**src/rtl/irqagg_pkg.sv**
```systemverilog
// Shared constants, register selector type and the group-to-master routing table.
package irqagg_pkg;

    localparam int WORD_W        = 32;
    localparam int NUM_GROUPS    = 11;
    localparam int GRP_SPAN_LSB  = 4;                 // each group spans 16 bytes
    localparam int GLOBAL_EN_BIT = WORD_W - 1;
    localparam int SUMM_W        = WORD_W - 1;
    localparam int NUM_ROUTES    = 13;

    typedef logic [WORD_W-1:0] word_t;

    typedef enum logic [1:0] {
        REG_STATUS = 2'd0,
        REG_MASK   = 2'd1,
        REG_IDENT  = 2'd2,
        REG_ENABLE = 2'd3
    } reg_sel_e;

    // Routing table: source group, master bit, and which source bits count.
    localparam int ROUTE_SRC [NUM_ROUTES] = '{0, 0, 1, 1, 2, 3, 4, 5, 6, 7, 8, 9, 10};
    localparam int ROUTE_BIT [NUM_ROUTES] = '{0, 1, 2, 3, 4, 6, 16, 17, 18, 20, 22, 23, 30};
    localparam logic [WORD_W-1:0] ROUTE_MASK [NUM_ROUTES] = '{
        32'h0000FFFF, 32'hFFFF0000, 32'h0000FFFF, 32'hFFFF0000,
        32'h0000FFFF, 32'h0000FFFF,
        32'hFFFFFFFF, 32'hFFFFFFFF, 32'hFFFFFFFF, 32'hFFFFFFFF,
        32'hFFFFFFFF, 32'hFFFFFFFF, 32'hFFFFFFFF
    };

endpackage

```
**src/rtl/irqagg_group.sv**
```systemverilog
// irqagg_group: mask, identity and enable registers of one second-level group.
// Assumes ev is a pulse vector already synchronous to clk. An event in the
// same cycle as a clearing write to the identity register wins.
module irqagg_group
    import irqagg_pkg::*;
(
    input  logic     clk,
    input  logic     rst_n,
    input  logic     wr_hit,
    input  reg_sel_e wr_reg,
    input  word_t    wdata,
    input  word_t    ev,
    output word_t    mask_q,
    output word_t    ident_q,
    output word_t    enable_q
);

    word_t clr_bits;
    word_t new_bits;

    // Bits to clear from a write-one-to-clear access, and bits that passed the mask.
    always_comb begin
        clr_bits = (wr_hit && wr_reg == REG_IDENT) ? wdata : '0;
        new_bits = ev & ~mask_q;
    end

    // Mask register: full replacement on write, all ones after reset.
    always_ff @(posedge clk) begin
        if (!rst_n)
            mask_q <= '1;
        else if (wr_hit && wr_reg == REG_MASK)
            mask_q <= wdata;
    end

    // Enable register: full replacement on write.
    always_ff @(posedge clk) begin
        if (!rst_n)
            enable_q <= '0;
        else if (wr_hit && wr_reg == REG_ENABLE)
            enable_q <= wdata;
    end

    // Identity register: sticky latch of unmasked events, cleared by writing ones.
    always_ff @(posedge clk) begin
        if (!rst_n)
            ident_q <= '0;
        else
            ident_q <= (ident_q & ~clr_bits) | new_bits;
    end

endmodule

```
**src/rtl/irqagg_summary.sv**
```systemverilog
// irqagg_summary: reduces group pending words through the routing table onto
// the master register and drives the request line. Summary bits update only
// while the global enable is set; otherwise they hold.
module irqagg_summary
    import irqagg_pkg::*;
(
    input  logic                         clk,
    input  logic                         rst_n,
    input  logic                         master_wr,
    input  word_t                        wdata,
    input  logic [NUM_GROUPS-1:0][WORD_W-1:0] pend,
    output word_t                        master_q,
    output logic                         irq_o
);

    logic [NUM_ROUTES-1:0] route_hit;
    logic [SUMM_W-1:0]     summ_nxt;
    logic [SUMM_W-1:0]     summ_q;
    logic                  gen_en_q;

    // One reduction per routing entry.
    for (genvar e = 0; e < NUM_ROUTES; e++) begin : g_route
        assign route_hit[e] = |(pend[ROUTE_SRC[e]] & ROUTE_MASK[e]);
    end

    // Scatter the entry results onto their master bit positions.
    always_comb begin
        summ_nxt = '0;
        for (int e = 0; e < NUM_ROUTES; e++) begin
            if (route_hit[e])
                summ_nxt[ROUTE_BIT[e]] = 1'b1;
        end
    end

    // Global enable: the only software-writable master bit.
    always_ff @(posedge clk) begin
        if (!rst_n)
            gen_en_q <= 1'b0;
        else if (master_wr)
            gen_en_q <= wdata[GLOBAL_EN_BIT];
    end

    // Summary bits follow the pending state level-wise while enabled.
    always_ff @(posedge clk) begin
        if (!rst_n)
            summ_q <= '0;
        else if (gen_en_q)
            summ_q <= summ_nxt;
    end

    assign master_q = {gen_en_q, summ_q};
    assign irq_o    = gen_en_q && (summ_q != '0);

endmodule

```
**src/rtl/irqagg_top.sv**
```systemverilog
// irqagg_top: two-level interrupt aggregator with a flat register port.
// Assumes word-aligned accesses; addr[1:0] is ignored. Reads are combinational.
module irqagg_top
    import irqagg_pkg::*;
#(
    parameter int ADDR_W = 8
) (
    input  logic                         clk,
    input  logic                         rst_n,
    input  logic                         wr_en,
    input  logic [ADDR_W-1:0]            addr,
    input  logic [WORD_W-1:0]            wdata,
    output logic [WORD_W-1:0]            rdata,
    input  logic [NUM_GROUPS*WORD_W-1:0] ev_i,
    output logic                         irq_o
);

    localparam int GRP_IDX_W = ADDR_W - GRP_SPAN_LSB;
    localparam logic [GRP_IDX_W-1:0] MASTER_IDX = GRP_IDX_W'(NUM_GROUPS);

    logic [GRP_IDX_W-1:0] grp_idx;
    reg_sel_e             reg_sel;
    logic [NUM_GROUPS-1:0][WORD_W-1:0] ev_w;
    logic [NUM_GROUPS-1:0][WORD_W-1:0] mask_w;
    logic [NUM_GROUPS-1:0][WORD_W-1:0] ident_w;
    logic [NUM_GROUPS-1:0][WORD_W-1:0] enable_w;
    logic [NUM_GROUPS-1:0][WORD_W-1:0] pend_w;
    word_t                master_w;
    logic                 master_wr;

    assign grp_idx   = addr[ADDR_W-1:GRP_SPAN_LSB];
    assign reg_sel   = reg_sel_e'(addr[3:2]);
    assign ev_w      = ev_i;
    assign master_wr = wr_en && (grp_idx == MASTER_IDX) && (reg_sel == REG_STATUS);

    for (genvar g = 0; g < NUM_GROUPS; g++) begin : g_grp
        logic hit;
        assign hit = wr_en && (grp_idx == GRP_IDX_W'(g));

        irqagg_group u_group (
            .clk      (clk),
            .rst_n    (rst_n),
            .wr_hit   (hit),
            .wr_reg   (reg_sel),
            .wdata    (wdata),
            .ev       (ev_w[g]),
            .mask_q   (mask_w[g]),
            .ident_q  (ident_w[g]),
            .enable_q (enable_w[g])
        );

        assign pend_w[g] = ident_w[g] & enable_w[g];
    end

    irqagg_summary u_summary (
        .clk       (clk),
        .rst_n     (rst_n),
        .master_wr (master_wr),
        .wdata     (wdata),
        .pend      (pend_w),
        .master_q  (master_w),
        .irq_o     (irq_o)
    );

    // Read multiplexer over the group registers and the master register.
    always_comb begin
        rdata = '0;
        for (int g = 0; g < NUM_GROUPS; g++) begin
            if (grp_idx == GRP_IDX_W'(g)) begin
                case (reg_sel)
                    REG_STATUS: rdata = ev_w[g];
                    REG_MASK:   rdata = mask_w[g];
                    REG_IDENT:  rdata = ident_w[g];
                    REG_ENABLE: rdata = enable_w[g];
                    default:    rdata = '0;
                endcase
            end
        end
        if (grp_idx == MASTER_IDX && reg_sel == REG_STATUS)
            rdata = master_w;
    end

endmodule

```
**config.mk**
```make
export PLATFORM = sky130hd
export DESIGN_NAME = irqagg_top
export DESIGN_NICKNAME = d
export VERILOG_FILES = /design/src/rtl/irqagg_pkg.sv /design/src/rtl/irqagg_group.sv /design/src/rtl/irqagg_summary.sv /design/src/rtl/irqagg_top.sv
export SDC_FILE = /design/constraint.sdc
export NUM_CORES = 2
export LEC_CHECK = 0
export BUFFER_PORTS_ARGS = -buffer_cell sky130_fd_sc_hd__buf_2
export CORE_ASPECT_RATIO = 1.5
export CORE_MARGIN = 5
export CORE_UTILIZATION = 31
export CTS_BUF_LIST = sky130_fd_sc_hd__clkbuf_16
export DETAILED_ROUTE_END_ITERATION = 12
export SLEW_MARGIN = 20
export SYNTH_ARGS = -nofsm -noshare
export SYNTH_HDL_FRONTEND = slang
export SYNTH_SLANG_ARGS = --single-unit
```
**constraint.sdc**
```tcl
create_clock -name clk -period 3.7 [get_ports clk]
set_input_delay 0.37 -clock clk [delete_from_list [all_inputs] [get_ports clk]]
set_output_delay 0.37 -clock clk [all_outputs]
set_load 0.03 [all_outputs]
```
After elaboration in Yosys (flattened, before gate mapping)
Index checks and enable logic that the tools add are counted.

storage, ports and cells
  bits of input ports = 395
  bits in registers = 1070

operators by class
  muxes and demuxes = 47
  reduce and logical (&&, ||, !) cells = 64
  bitwise gates (word level) = 66
  equal/unequal tests = 14

operator list
  kind                                                             count
  32-bit one-hot mux with 4 select lines                           11
  32-bit bitwise AND                                               31
  32-bit 2-to-1 mux                                                23
  32-bit inverter                                                  22
  32-bit OR                                                        11
  32-bit OR reduction                                              7
  16-bit OR reduction                                              6
  1-bit logical AND                                                48
  16-bit bitwise AND                                               2
  31-bit nonzero test                                              1
  4-bit by 3-bit == test with 1-bit output, second input constant  4
  4-bit == test, second input constant                             4
  1-bit 2-to-1 mux                                                 13
  4-bit by 2-bit == test with 1-bit output, second input constant  2
  2-bit == test, second input constant                             2
  4-bit by 1-bit == test with 1-bit output, second input constant  1
  4-bit logical NOT                                                1
  2-bit by 1-bit == test with 1-bit output, second input constant  1
  2-bit logical NOT                                                1

Depth between registers and ports, before layout
  depth after elaboration = 14
  gate-level depth with buffers = 11
  depth with buffers taken out = 6

Modules after synthesis
Synthesis repeated with hierarchy kept, for this count alone.

second synthesis, totals
  cell total of the unflattened synthesis = 6444
  area total of the unflattened synthesis = 55485.7 um^2

modules (own cells, without submodules)
  module          area each (um^2)  cells each  sequential area each (um^2)  instances
  irqagg_group    3699.8            454         1921.8                       11
  irqagg_top      13381.6           1271        0.0                          1
  irqagg_summary  1406.3            179         280.3                        1

Least setup slack after synthesis
OpenSTA, ideal clock, no wires.

  path kind = input to output
  from = input addr[5]
  to = output rdata[12]
  required time = 3330 ps
  slack = 892 ps
  arrival = 2438 ps
  path buffers = 3
  stages = 9
  cells stage by stage = buf_4 > nor2b_1 > and2_1 > buf_2 > buf_2 > a21oi_1 > a31oi_1 > nor4_1 > nor4_1

between the ends
  word-level cells in the longest chain between the ends = 13
  elaborated cells on any way between the ends = 25

ends and longest elaborated chain
  element                          line              RTL
  from (decl)                      irqagg_top.sv:11  input logic [ADDR_W-1:0] addr,
  4-bit logical NOT                irqagg_top.sv:69  if (grp_idx == GRP_IDX_W'(g)) begin
  32-bit 2-to-1 mux (11 in a row)  irqagg_top.sv:69
  32-bit 2-to-1 mux (*)            irqagg_top.sv:79  if (grp_idx == MASTER_IDX && reg_sel == REG_STATUS)
  to (decl)                        irqagg_top.sv:13  output logic [WORD_W-1:0] rdata,

Mark *: on every way between the ends. The rest lies on a longest branch, timed or not.

Worst setup path after layout
  from = input addr[5]
  to = output rdata[10]

Same word-level chain as after synthesis.

==> impl_metrics.tcl <==
set metrics [dict create \
    synth-simple-area-share_pct 26.56 \
    outcome "finished clean" \
    synth-seq-cells 1070 \
    maxCapViolCount 0 \
    hpwl_um 192700 \
    reg2reg_setup_slack_ps 1210 \
    core-area_um2 171100 \
    dieArea_um2 180100 \
    synth_compound_area_share_pct 14.50 \
    cts_sinks 1070 \
    timing.final.ws_setup_ps 136.5 \
    nNetsFinal 6912 \
    die_h_um 517.3 \
    synth_nets 6561 \
    required_ps 3330 \
    synth_xor_area_share_pct 0 \
    cts_root_buffer "clkbuf_16" \
    grt_pass1_wl_um 363200 \
    setup_violations 0 \
    drive_gt1_share_pct 17.82 \
    ys_seq_area_share_pct 40.27 \
    post_cts_buffers 0 \
    worstPathMaxFanout 12 \
    synthAdderAreaFrac_pct 0 \
    route.detailed.drc 0 \
    cts_inserted_buffers 102 \
    yosysTopAreaCellShare_pct 40.27 \
    netlist_top_cells_count "1841 x nand2_1, 1070 x dfxtp_1, 714 x nor2b_1" \
    power.leakage_nw 22.35 \
    synth_edf_count 0 \
    clock_latency_ps 750 \
    ctsResizeCount 0 \
    synth.distinct_cells 60 \
    hold_violations 0 \
    synth_mux_area_share_pct 14.25 \
    htree_levels 3 \
    vias_per_cell 5.780 \
    critPathKind "input pin to output port" \
    fin_setup_tns_ps 0 \
    synthArstFlopShare_pct 0 \
    fin_cells 8911 \
    syn_inst 6166 \
    start_util_pct 31.10 \
    synth_flop_cell "dfxtp_1" \
    grt_antenna_before_repair 124 \
    wire_per_inst_um 29.39 \
    pre_cts_slack_ps 308.3 \
    drv_slew 0 \
    grt_usage_pct 27.79 \
    cts.reportedPaths.clkPinSlew_ps 60 \
    synth.most_common_cell "nand2_1" \
    final_antenna_net_count 0 \
    holdCritPathClass "input pin to flop" \
    grt_pass1_vias 48060 \
    power-per-cell-area_nw_per_um2 405.7 \
    cp.arrival_ps 3190 \
    vias 51510 \
    final_core_util_pct 36.66 \
    fmax_ghz 0.2806 \
    gr-total-overflow 0 \
    relSlewSlack_pct 16.59 \
    synth_area_leaders "dfxtp_1 40%, mux4_2 14%, nand2_1 13%, nor2b_1 8.4%, a21boi_0 4.2%" \
    synth_largest_area_cell "dfxtp_1" \
    postSynthAreaPerCell_um2 8.626 \
    endpoint_kind "output port" \
    fin_crit_sh_pct 96.31 \
    cts_buffer_depth 3 \
    syn-cell-area_um2 53190 \
    rsz0062_at_grt "no" \
    yosysWarnings 0 \
    gp_congestion 0.9617 \
    syn2layout_area_growth_pct 17.91 \
    boundaryPins 428 \
    max-vdd-ir-drop_v 0.0003598 \
    cts_tree "done" \
    rows 186 \
    crit_path_start_kind "input pin" \
    first_pass_iters 6 \
    finalCriticalPeriod_ps 3563 \
    port_buffers 425 \
    synth_top_family_by_area "simple AND/OR/NAND/NOR gates" \
    dp.cells 8549 \
    die_w_um 348.2 \
    tightestPinTransition_ps 1251 \
    first_iter_violations 7438 \
    wl_um 261900 \
    skew_ps 39.50 \
    grt_max_degree 135 \
]
per-stage QoR:
stage / power [mW] / hold slack, ps / area (um2)
detailed placement: 14.61 / 454.6 / 58080
CTS: 25.42 / 0.4815 / 62560
floorplan: 13.38 / 440.3 / 53190
global route: 25.96 / 34.36 / 62610
global placement: 14.60 / 446.7 / 58080
finish: 25.44 / 19.69 / 62710
worst max-delay path, cell delays in order:
cell and delay (ps):
buf_2 420, and2b_1 450, nand2_1 180, nand2_1 570, a21oi_1 130, o31ai_1 700
buf_2 340
flip-flops by register name, summed over array words and instances (netlist names):
register / cells
u_summary.gen_en_q: 1
u_summary.summ_q: 13
g_grp.u_group.enable_q: 352
g_grp.u_group.mask_q: 352
g_grp.u_group.ident_q: 352
timing repair:
action | CTS | global route
hold buffers | 119 | 0
endpoints found under the setup margin | 0 | 0
endpoints found under the hold margin | 119 | 0
per-layer routing:
layer	wire, um	part of all wire (%)	global-route usage, %	vias up
met5	457	0.17	0	-
met4	21580	8.2	18.31	70
met3	31020	12	8.090	808
met2	115500	44	43.47	3408
met1	93390	36	33.26	25120
li1	-	-	-	22100
cells by family (layout without fill, tap and decap cells):
family	Yosys count	in the layout
AND/OR/NAND/NOR	3085	3085
AO/OA/AOI/OAI	1149	1149
flip-flops	1070	1070
other	0	56
buffers and inverters	521	954
multiplexers	341	341
cells in the final DEF, fill, tap and decap left out, types with 31 or more instances in the layout:
master | synthesis | routed
a21boi_0 | 297 | 297
a21boi_1 | 56 | 56
a21oi_1 | 391 | 391
a221oi_1 | 46 | 45
a22o_1 | 43 | 43
a22oi_1 | 156 | 156
buf_12 | 0 | 34
buf_2 | 131 | 422
buf_4 | 17 | 187
clkbuf_16 | 0 | 104
dfxtp_1 | 1070 | 1070
diode_2 | 0 | 56
dlygate4sd3_1 | 0 | 119
mux4_2 | 333 | 333
nand2_1 | 1841 | 1841
nand3_1 | 383 | 382
nor2_1 | 55 | 32
nor2b_1 | 714 | 714
o21ai_0 | 38 | 38
o22ai_1 | 31 | 31
worst paths after layout:
| kind | from | cells past startpoint | end |
|---|---|---|---|
| setup / recovery | addr[5] | 7 | rdata[10] |
| hold / removal | ev_i[335] | 4 | g_grp[10].u_group.ident_q[15] |
| setup reg to reg | u_summary.gen_en_q | 5 | u_summary.summ_q[20] |
| hold reg to reg | g_grp[3].u_group.enable_q[28] | 2 | g_grp[3].u_group.enable_q[28] |
cell type report:
| cell class | count | area, um2 |
|---|---|---|
| fill | 17400 | 108300 |
| multi-input combinational | 4575 | 29590 |
| sequential | 1070 | 21420 |
| timing repair buffer | 766 | 5440 |
| tap | 2256 | 2823 |
| clock buffer | 104 | 2603 |
| clock inverter | 82 | 688.2 |
| antenna | 56 | 140.1 |
| inverter | 2 | 7.507 |
power breakdown:
part / internal (mW) / switching (mW)
registers: 11.6 / 0.0624
logic: 1.16 / 1.78
clock network: 5.87 / 5.00
No activity file was read; power rests on OpenSTA's default activity.
